### src/rtl/priv_pkg.sv
package priv_pkg;

    typedef enum logic [1:0] {
        CAUSE_NONE = 2'd0,
        CAUSE_MEM  = 2'd1,
        CAUSE_MODE = 2'd2,
        CAUSE_TRAP = 2'd3
    } cause_e;

    typedef enum logic [2:0] {
        ACT_IDLE,
        ACT_ADVANCE,
        ACT_FETCH_FAULT,
        ACT_TRAP,
        ACT_MODE_FAULT,
        ACT_OPND_FAULT,
        ACT_RETURN
    } act_e;

    localparam logic MODE_SYS = 1'b0;
    localparam logic MODE_USR = 1'b1;

endpackage

### src/rtl/priv_addr_check.sv
module priv_addr_check #(
    parameter int AW       = 8,
    parameter int NOPND    = 3,
    parameter int OS_LIMIT = 100
) (
    input  logic                 user,
    input  logic [AW-1:0]        pc,
    input  logic [NOPND-1:0]     opnd_valid,
    input  logic [NOPND*AW-1:0]  opnd_addr,
    output logic                 fetch_viol,
    output logic                 opnd_viol
);
    localparam logic [AW-1:0] LIMIT_A = AW'(OS_LIMIT);

    logic [NOPND-1:0] slot_hit;

    // One comparator per operand slot
    for (genvar i = 0; i < NOPND; i++) begin : g_slot
        logic [AW-1:0] a;
        assign a           = opnd_addr[i*AW +: AW];
        assign slot_hit[i] = opnd_valid[i] && (a < LIMIT_A);
    end

    assign fetch_viol = user && (pc < LIMIT_A);
    assign opnd_viol  = user && (|slot_hit);

    // an unused slot never raises a violation on its own
    always_comb begin
        if (opnd_valid == '0) begin
            assert (!opnd_viol) else $error("p_invalid_slot_r4");
        end
    end
endmodule

### src/rtl/priv_arbiter.sv
module priv_arbiter
    import priv_pkg::*;
(
    input  logic step,
    input  logic user,
    input  logic fetch_viol,
    input  logic trap,
    input  logic mode_wr,
    input  logic opnd_viol,
    input  logic rfe,
    output act_e act
);
    // Fixed priority: fetch fault, trap, mode fault, operand fault, return
    always_comb begin
        if (!step)                 act = ACT_IDLE;
        else if (fetch_viol)       act = ACT_FETCH_FAULT;
        else if (trap)             act = ACT_TRAP;
        else if (user && mode_wr)  act = ACT_MODE_FAULT;
        else if (opnd_viol)        act = ACT_OPND_FAULT;
        else if (!user && rfe)     act = ACT_RETURN;
        else                       act = ACT_ADVANCE;
    end

    // a trap never wins over a fetch fault
    always_comb begin
        if (step && fetch_viol) begin
            assert (act == ACT_FETCH_FAULT) else $error("p_fetch_first_r7");
        end
    end
endmodule

### src/rtl/priv_seq.sv
module priv_seq
    import priv_pkg::*;
#(
    parameter int AW       = 8,
    parameter int NOPND    = 3,
    parameter int TW       = 4,
    parameter int OS_LIMIT = 100,
    parameter int VEC_MEM  = 60,
    parameter int VEC_MODE = 64,
    parameter int VEC_TRAP = 68,
    parameter int ILEN     = 4
) (
    input  logic                 clk,
    input  logic                 rst_n,
    input  logic                 step,
    input  logic [NOPND-1:0]     opnd_valid,
    input  logic [NOPND*AW-1:0]  opnd_addr,
    input  logic                 mode_wr,
    input  logic                 mode_wdata,
    input  logic                 trap,
    input  logic [TW-1:0]        trap_id,
    input  logic                 rfe,
    input  logic                 branch,
    input  logic [AW-1:0]        branch_pc,
    output logic [AW-1:0]        pc,
    output logic                 mode,
    output logic [AW-1:0]        saved_pc,
    output logic [1:0]           cause,
    output logic [TW-1:0]        service_id,
    output logic                 exec_ok,
    output logic                 vec_taken
);
    localparam logic [AW-1:0] LIMIT_A = AW'(OS_LIMIT);
    localparam logic [AW-1:0] VMEM_A  = AW'(VEC_MEM);
    localparam logic [AW-1:0] VMODE_A = AW'(VEC_MODE);
    localparam logic [AW-1:0] VTRAP_A = AW'(VEC_TRAP);
    localparam logic [AW-1:0] ILEN_A  = AW'(ILEN);

    typedef struct packed {
        logic [AW-1:0] pc;
        logic          mode;
        logic [AW-1:0] epc;
        cause_e        cause;
        logic [TW-1:0] svc;
    } state_t;

    state_t s_q, s_d;
    logic   fetch_viol, opnd_viol;
    act_e   act;
    logic   take_vec;

    priv_addr_check #(.AW(AW), .NOPND(NOPND), .OS_LIMIT(OS_LIMIT)) u_chk (
        .user       (s_q.mode == MODE_USR),
        .pc         (s_q.pc),
        .opnd_valid (opnd_valid),
        .opnd_addr  (opnd_addr),
        .fetch_viol (fetch_viol),
        .opnd_viol  (opnd_viol)
    );

    priv_arbiter u_arb (
        .step       (step),
        .user       (s_q.mode == MODE_USR),
        .fetch_viol (fetch_viol),
        .trap       (trap),
        .mode_wr    (mode_wr),
        .opnd_viol  (opnd_viol),
        .rfe        (rfe),
        .act        (act)
    );

    assign take_vec = (act == ACT_FETCH_FAULT) || (act == ACT_TRAP) ||
                      (act == ACT_MODE_FAULT)  || (act == ACT_OPND_FAULT);

    always_comb begin
        s_d = s_q;
        if (take_vec) begin
            s_d.epc  = s_q.pc;
            s_d.mode = MODE_SYS;
        end
        unique case (act)
            ACT_FETCH_FAULT,
            ACT_OPND_FAULT: begin
                s_d.pc    = VMEM_A;
                s_d.cause = CAUSE_MEM;
            end
            ACT_MODE_FAULT: begin
                s_d.pc    = VMODE_A;
                s_d.cause = CAUSE_MODE;
            end
            ACT_TRAP: begin
                s_d.pc    = VTRAP_A;
                s_d.cause = CAUSE_TRAP;
                s_d.svc   = trap_id;
            end
            ACT_RETURN: begin
                s_d.pc   = s_q.epc;
                s_d.mode = MODE_USR;
            end
            ACT_ADVANCE: begin
                if (mode_wr && s_q.mode == MODE_SYS) s_d.mode = mode_wdata;
                s_d.pc = branch ? branch_pc : s_q.pc + ILEN_A;
            end
            default: ;
        endcase
    end

    always_ff @(posedge clk) begin
        if (!rst_n) begin
            s_q.pc    <= '0;
            s_q.mode  <= MODE_SYS;
            s_q.epc   <= '0;
            s_q.cause <= CAUSE_NONE;
            s_q.svc   <= '0;
        end else begin
            s_q <= s_d;
        end
    end

    assign pc         = s_q.pc;
    assign mode       = s_q.mode;
    assign saved_pc   = s_q.epc;
    assign cause      = s_q.cause;
    assign service_id = s_q.svc;
    assign vec_taken  = take_vec;
    assign exec_ok    = step && !take_vec;

    // user fetch below the boundary lands on the memory vector in system mode
    p_fetch_vec_r3: assert property (@(posedge clk) disable iff (!rst_n)
        (step && mode && pc < LIMIT_A) |=>
        (pc == VMEM_A && saved_pc == $past(pc) && !mode && cause == 2'd1));

    // the mode bit leaves user mode only through a vector
    p_user_mode_hold_r5: assert property (@(posedge clk) disable iff (!rst_n)
        (mode && !vec_taken) |=> mode);

    // a trap that is not pre-empted by a fetch fault reaches the trap vector
    p_trap_vec_r6: assert property (@(posedge clk) disable iff (!rst_n)
        (step && trap && !(mode && pc < LIMIT_A)) |=>
        (pc == VTRAP_A && cause == 2'd3 && service_id == $past(trap_id) && !mode));

    // a system-mode return without a trap restores the saved PC in user mode
    p_return_r8: assert property (@(posedge clk) disable iff (!rst_n)
        (step && rfe && !mode && !trap) |=> (mode && pc == $past(saved_pc)));

    // cause and service number only move when a vector is taken
    p_cause_stable_r9: assert property (@(posedge clk) disable iff (!rst_n)
        !vec_taken |=> ($stable(cause) && $stable(service_id) && $stable(saved_pc)));

    // execute and vector never coincide, and both require a step
    p_exclusive_r11: assert property (@(posedge clk) disable iff (!rst_n)
        !(exec_ok && vec_taken) && ((exec_ok || vec_taken) == step));

endmodule

### config.mk
export PLATFORM = sky130hd
export DESIGN_NAME = priv_seq
export DESIGN_NICKNAME = d
export VERILOG_FILES = /design/src/rtl/priv_pkg.sv /design/src/rtl/priv_addr_check.sv /design/src/rtl/priv_arbiter.sv /design/src/rtl/priv_seq.sv
export SDC_FILE = /design/constraint.sdc
export NUM_CORES = 1
export LEC_CHECK = 0
export BUFFER_PORTS_ARGS = -buffer_cell sky130_fd_sc_hd__buf_2
export CAP_MARGIN = 20
export CORE_ASPECT_RATIO = 1.2
export CORE_MARGIN = 2
export CORE_UTILIZATION = 30
export DETAILED_ROUTE_END_ITERATION = 6
export GPL_ROUTABILITY_DRIVEN = 0
export MAX_ROUTING_LAYER = met4
export SLEW_MARGIN = 5
export SYNTH_ARGS = -nofsm -noshare
export SYNTH_HDL_FRONTEND = slang
export SYNTH_SLANG_ARGS = --single-unit
### constraint.sdc
create_clock -name clk -period 5.3 [get_ports clk]
set_clock_uncertainty 0.2 [all_clocks]
set_input_delay 0.265 -clock clk [delete_from_list [all_inputs] [get_ports clk]]
set_output_delay 0.265 -clock clk [all_outputs]
set_load 0.02 [all_outputs]
=== After elaboration in Yosys (flattened, before gate mapping) ===
Index checks and enable logic that the tools add are counted.

* Reduce and logical (&&, ||, !) cells: 18
* Mux-type cells: 12
* Equal/unequal tests: 6
* Add/sub/neg operators: 1
* Bitwise logic cells: 1
* Magnitude comparators: 4

{| class="wikitable"
|+ Operators by type and width
! kind !! count
|-
| case mux 8 bit (5 select lines) || 1
|-
| less-than comparator 8 x 7 -> 1 bit, second input constant || 4
|-
| 2-to-1 mux 3 bit || 6
|-
| == test 3 bit, second input constant || 3
|-
| logical AND 1 bit || 9
|-
| 2-to-1 mux 9 bit || 1
|-
| adder 8 x 3 -> 8 bit, second input constant || 1
|-
| 2-to-1 mux 8 bit || 1
|-
| == test 3 x 2 -> 1 bit, second input constant || 2
|-
| case mux 2 bit (3 select lines) || 1
|-
| nonzero test 5 bit || 1
|-
| == test 3 x 1 -> 1 bit, second input constant || 1
|-
| logical OR 1 bit || 3
|-
| nonzero test 3 bit || 1
|-
| OR reduction 3 bit || 1
|-
| logical NOT 1 bit || 2
|-
| case mux 1 bit (2 select lines) || 1
|-
| OR reduction 2 bit || 1
|-
| 2-to-1 mux 1 bit || 1
|-
| inverter 1 bit || 1
|}

* Output and inout port bits: 25
* Word-level logic and storage cells: 47
* Flip-flop bits (word level): 23
* Bits of input ports: 47

=== Longest topological paths before layout ===
* Depth in word-level cells: 16
* Gate-level depth with buffers: 8
* Gate-level depth less buffers: 7

=== Modules after synthesis ===
Synthesis repeated with hierarchy kept, for this count alone.

* Cell total of the unflattened synthesis: 168
* Area total of the unflattened synthesis: 1360.1 µm²

{| class="wikitable"
|+ By module, submodules not included
! module !! area an instance (µm²) !! seq. area each (µm²) !! times used !! cells an instance
|-
| priv_seq || 1208.7 || 460.4 || 1 || 150
|-
| priv_addr_check || 80.1 || 0.0 || 1 || 9
|-
| priv_arbiter || 71.3 || 0.0 || 1 || 9
|}

=== Least setup slack after synthesis ===
Ideal clock, no wire load.

* Path type: reg2out
* Start point: register, netlist name pc[2]
* End point: output exec_ok
* Setup slack: 2.939 ns
* Arrival time: 1.896 ns
* Path buffers: 1
* Cell stages (with the launch flop): 9
* Required time: 4.835 ns
* Cells stage by stage: dfxtp_1 > inv_1 > ha_1 > nand2b_1 > a311oi_1 > o41ai_2 > buf_4 > inv_2 > nor2_1

* Longest elaborated chain between the ends: 10
* Elaborated cells between the ends (all ways): 13
* Those cells by class: order compare (1); eq/ne (4); mux (2); reduce/logical (6)

{| class="wikitable"
|+ RTL lines
! what !! line !! text
|-
| less-than comparator 8 x 7 -> 1 bit (*) || priv_addr_check.sv:24 || <nowiki>assign fetch_viol = user && (pc < LIMIT_A);</nowiki>
|-
| logical AND 1 bit (*) || priv_addr_check.sv:24 ||
|-
| 2-to-1 mux 3 bit (*) || priv_arbiter.sv:16 || <nowiki>else if (fetch_viol) act = ACT_FETCH_FAULT;</nowiki>
|-
| 2-to-1 mux 3 bit (*) || priv_arbiter.sv:15 || <nowiki>if (!step) act = ACT_IDLE;</nowiki>
|-
| == test 3 x 2 -> 1 bit || priv_seq.sv:72 || <nowiki>assign take_vec = (act == ACT_FETCH_FAULT) || (act == ACT_TRAP) ||</nowiki>
|-
| logical OR 1 bit (2 in a row) || priv_seq.sv:72 ||
|-
| logical OR 1 bit (*) || priv_seq.sv:73 || <nowiki>(act == ACT_MODE_FAULT) || (act == ACT_OPND_FAULT);</nowiki>
|-
| via vec_taken || priv_seq.sv:31 || <nowiki>output logic vec_taken</nowiki>
|-
| logical NOT 1 bit (*) || priv_seq.sv:126 || <nowiki>assign exec_ok = step && !take_vec;</nowiki>
|-
| logical AND 1 bit (*) || priv_seq.sv:126 ||
|-
| end, declared || priv_seq.sv:30 || <nowiki>output logic exec_ok,</nowiki>
|}

The timed path passes the listed nets; every way through them passes the cells marked *.

=== Worst setup path after layout ===
* Start point: register, netlist name pc[2]
* End point: output exec_ok

* Longest elaborated chain between the ends: 10
* Elaborated cells between the ends (all ways): 13
* Those cells by class: order compare (1); eq/ne (4); mux (2); reduce/logical (6)

{| class="wikitable"
|+ RTL lines
! what !! line
|-
| less-than comparator 8 x 7 -> 1 bit (*) || priv_addr_check.sv:24
|-
| logical AND 1 bit (*) || priv_addr_check.sv:24
|-
| 2-to-1 mux 3 bit (*) || priv_arbiter.sv:16
|-
| 2-to-1 mux 3 bit (*) || priv_arbiter.sv:15
|-
| == test 3 x 2 -> 1 bit || priv_seq.sv:72
|-
| logical OR 1 bit (2 in a row) || priv_seq.sv:72
|-
| logical OR 1 bit (*) || priv_seq.sv:73
|-
| logical NOT 1 bit (*) || priv_seq.sv:126
|-
| logical AND 1 bit (*) || priv_seq.sv:126
|}

Mark *: on every way between the ends. The rest lies on a longest branch, timed or not.

==> flow_summary.toml <==
[clock_network]
clkTransAtPathRegs_ns = 0.08
resized_after_cts = 0
cts.hold.buffers_added = 0
cts_setup_buffers = 0
cts-buffers-inserted = 3
clock_latency_ns = 0.26
root_buffer = "clkbuf_8"
htree_num_levels = 1
cts.sink_count = 23
clock_path_buffers = 2
tritoncts = "built"

[synthesis]
synthArstFlopShare = 0
syn_inst = 144
postSynthAreaPerCell_um2 = 9.45
syn_nets = 193
post_synth_instance_area_um2 = 1360
synth_top_cells_by_count = "dfxtp_1, mux2i_1, nor2b_1, nand2_1"
synthSimpleGateAreaFrac = 0.170
yosys_most_used_dff = "dfxtp_1"
dominant_combinational_cell_family_by_area_after_synthesis = "compound AO/OA/AOI/OAI gates"
synth_warnings = 0
post-synth-top-count-cell = "dfxtp_1"
seq_area_frac_synth = 0.338
synth_top_cell_by_area = "dfxtp_1"
synth.distinct_cells = 40
yosys.area_share.adder = 0.0184
synth_compound_area_frac = 0.258
synthTopCellsByArea = "dfxtp_1, mux2i_1, nor2b_1, a22o_1, o31a_1"
synth_seq_cells = 23
synth_top_area_share = 0.338
portion_of_netlist_area_occupied_by_mux_cells = 0.152
synth_xor_area_frac = 0.0193
number_of_enable_flip_flop_cells_after_synthesis = 0

[timing]
final-setup-viol-count = 0
unrepaired_setup_endpoints_after_global_routing = "false"
tightest_slew_ns = 0.869
relSlewSlack = 0.414
final_number_of_hold_violating_endpoints = 0
min_period_over_period = 0.594
timing_max_transition_violations_final = 0
finalWorstPathRequiredPeriod_ns = 3.15
setup_ws_ns = 2.15
achievable-frequency_mhz = 317
whs_ns = 0.0560
fin_setup_tns_ns = 0

[global_route]
grt.total_usage = 0.151
global_route.usage.met2 = 0.248
top_usage_layer = "met2"
pin_count_of_the_biggest_net_entering_global_routing = 24
vias_in_the_first_global_route = 1294
gr-usage-met1 = 0.194
grt_pass1_wl_mm = 6.00
global_route.usage.met3 = 0.0246
grt_remaining_overflow = 0
initial_antenna_violation_count = 0

[worst_setup_path]
criticalPathCategory = "reg -> out"
cp_cell_sequence = "inv_1 -> ha_1 -> nand2b_1 -> a311oi_1 -> o41ai_2 -> buf_4 -> inv_2 -> nor2_1 -> buf_2"
crit_required_ns = 4.84
delay_of_the_slowest_cell_on_the_worst_path_ns = 0.80
cpMaxStageDelayCell = "o41ai_2"
setup.worst_path.start_class = "flop"
type_of_destination_of_the_critical_path = "output port"
ff2ff_setup_slack_ns = 2.58
worst_path_maximum_fanout = 8
cp.arrival_ns = 2.69

[final_layout]
final_net_count = 257
syn2layout_area_growth_pct = 30.7
antenna-diode-count = 0
drive_gt1_frac = 0.396

[min_path]
worst_hold_path_type = "in -> reg"

[floorplanning]
number_of_standard_cell_rows_in_the_floorplan = 26
floorplan.core_area_um2 = 4330
start_util = 0.315
die-height_um = 77.8
design.die.area_um2 = 5090
num_io_pins = 72
die-width_um = 65.5

[detailed_routing]
routed-via-count = 1320
route.detailed.wl_per_inst_um = 13.7
drt-initial-drc-count = 37
pre_repair_dr_iteration_count = 6
drt-total-wl_mm = 3.61
detail_route.vias_per_cell = 5.02
postRouteAntennaNets = 0
drcViolationCount = 0

[pwr]
report.power.total_mw = 0.397
cellLeakagePower_nw = 0.846
vdd.ir_drop.worst_uv = 101
pwr_density_cell_nw_per_um2 = 223

[place]
port_buffers = 65
dpl_worst_slack_ns = 2.45
dp_hpwl_mm = 2.75

[status]
result_of_the_run = "complete, no violations"

[flow_run]
timing.max_cap.violations = 0
path summary, 6_finish.rpt:
kind / start / endpoint / cells after the start
worst max-delay path: pc[2] / exec_ok / 9
worst min-delay path: trap_id[0] / service_id[0] / 3
worst max register to register: pc[2] / cause[0] / 8
worst min register to register: service_id[0] / service_id[0] / 2
worst max-delay path, delay by kind of cell (launching register included):
family / cells / cell delay, ns
AO/OA/AOI/OAI: 2 / 0.94
buffers and inverters: 4 / 0.61
flip-flops: 1 / 0.49
adder cells (fa/ha/maj): 1 / 0.21
AND/OR/NAND/NOR: 2 / 0.18
per-stage QoR:
step	cells	area [um2]	util
global route	263	1780	0.411
detailed placement	259	1730	0.401
global placement	259	1730	0.401
floorplan	144	1360	-
CTS	263	1780	0.411
finish	263	1780	0.411
state kept, by name, indices dropped and copies added (netlist names):
register	count
saved_pc	8
service_id	4
pc	8
cause	2
mode	1
power by group:
part / internal [mW] / total (mW) / switching, mW
Clock: 0.0536 / 0.109 / 0.0558
Sequential: 0.181 / 0.191 / 0.0101
Combinational: 0.0431 / 0.0970 / 0.0539
Total: 0.277 / 0.397 / 0.120
placed cells by master, fill, tap and decap left out, types with 5 or more instances in the layout:
| master | count |
|---|---|
| a21oi_1 | 5 |
| buf_2 | 65 |
| dfxtp_1 | 23 |
| inv_1 | 6 |
| mux2i_1 | 17 |
| nand2_1 | 7 |
| nand3_1 | 6 |
| nor2_1 | 5 |
| nor2b_1 | 13 |
| nor3_1 | 5 |
kinds of logic (layout without fill, tap and decap cells):
family | after synthesis | count (layout)
xor+xnor | 3 | 3
simple gates | 41 | 41
fa+ha+maj | 2 | 2
flops | 23 | 23
compound gates | 41 | 41
buf+inv | 15 | 78
mux | 19 | 19
final cells by class:
class                      instances  area (um2)
tap                               56        70.1
clock buffer                       4        45.0
multi-input combinational        106         841
sequential                        23         460
timing repair buffer              66         333
inverter                           8        30.0
fill                             456        2550
layer usage:
metal	routed length [um]	up-vias
met5	0	-
li1	-	661
met3	209	5
met4	31	0
met1	1640	608
met2	1730	46
No activity file was read; power rests on OpenSTA's default activity.
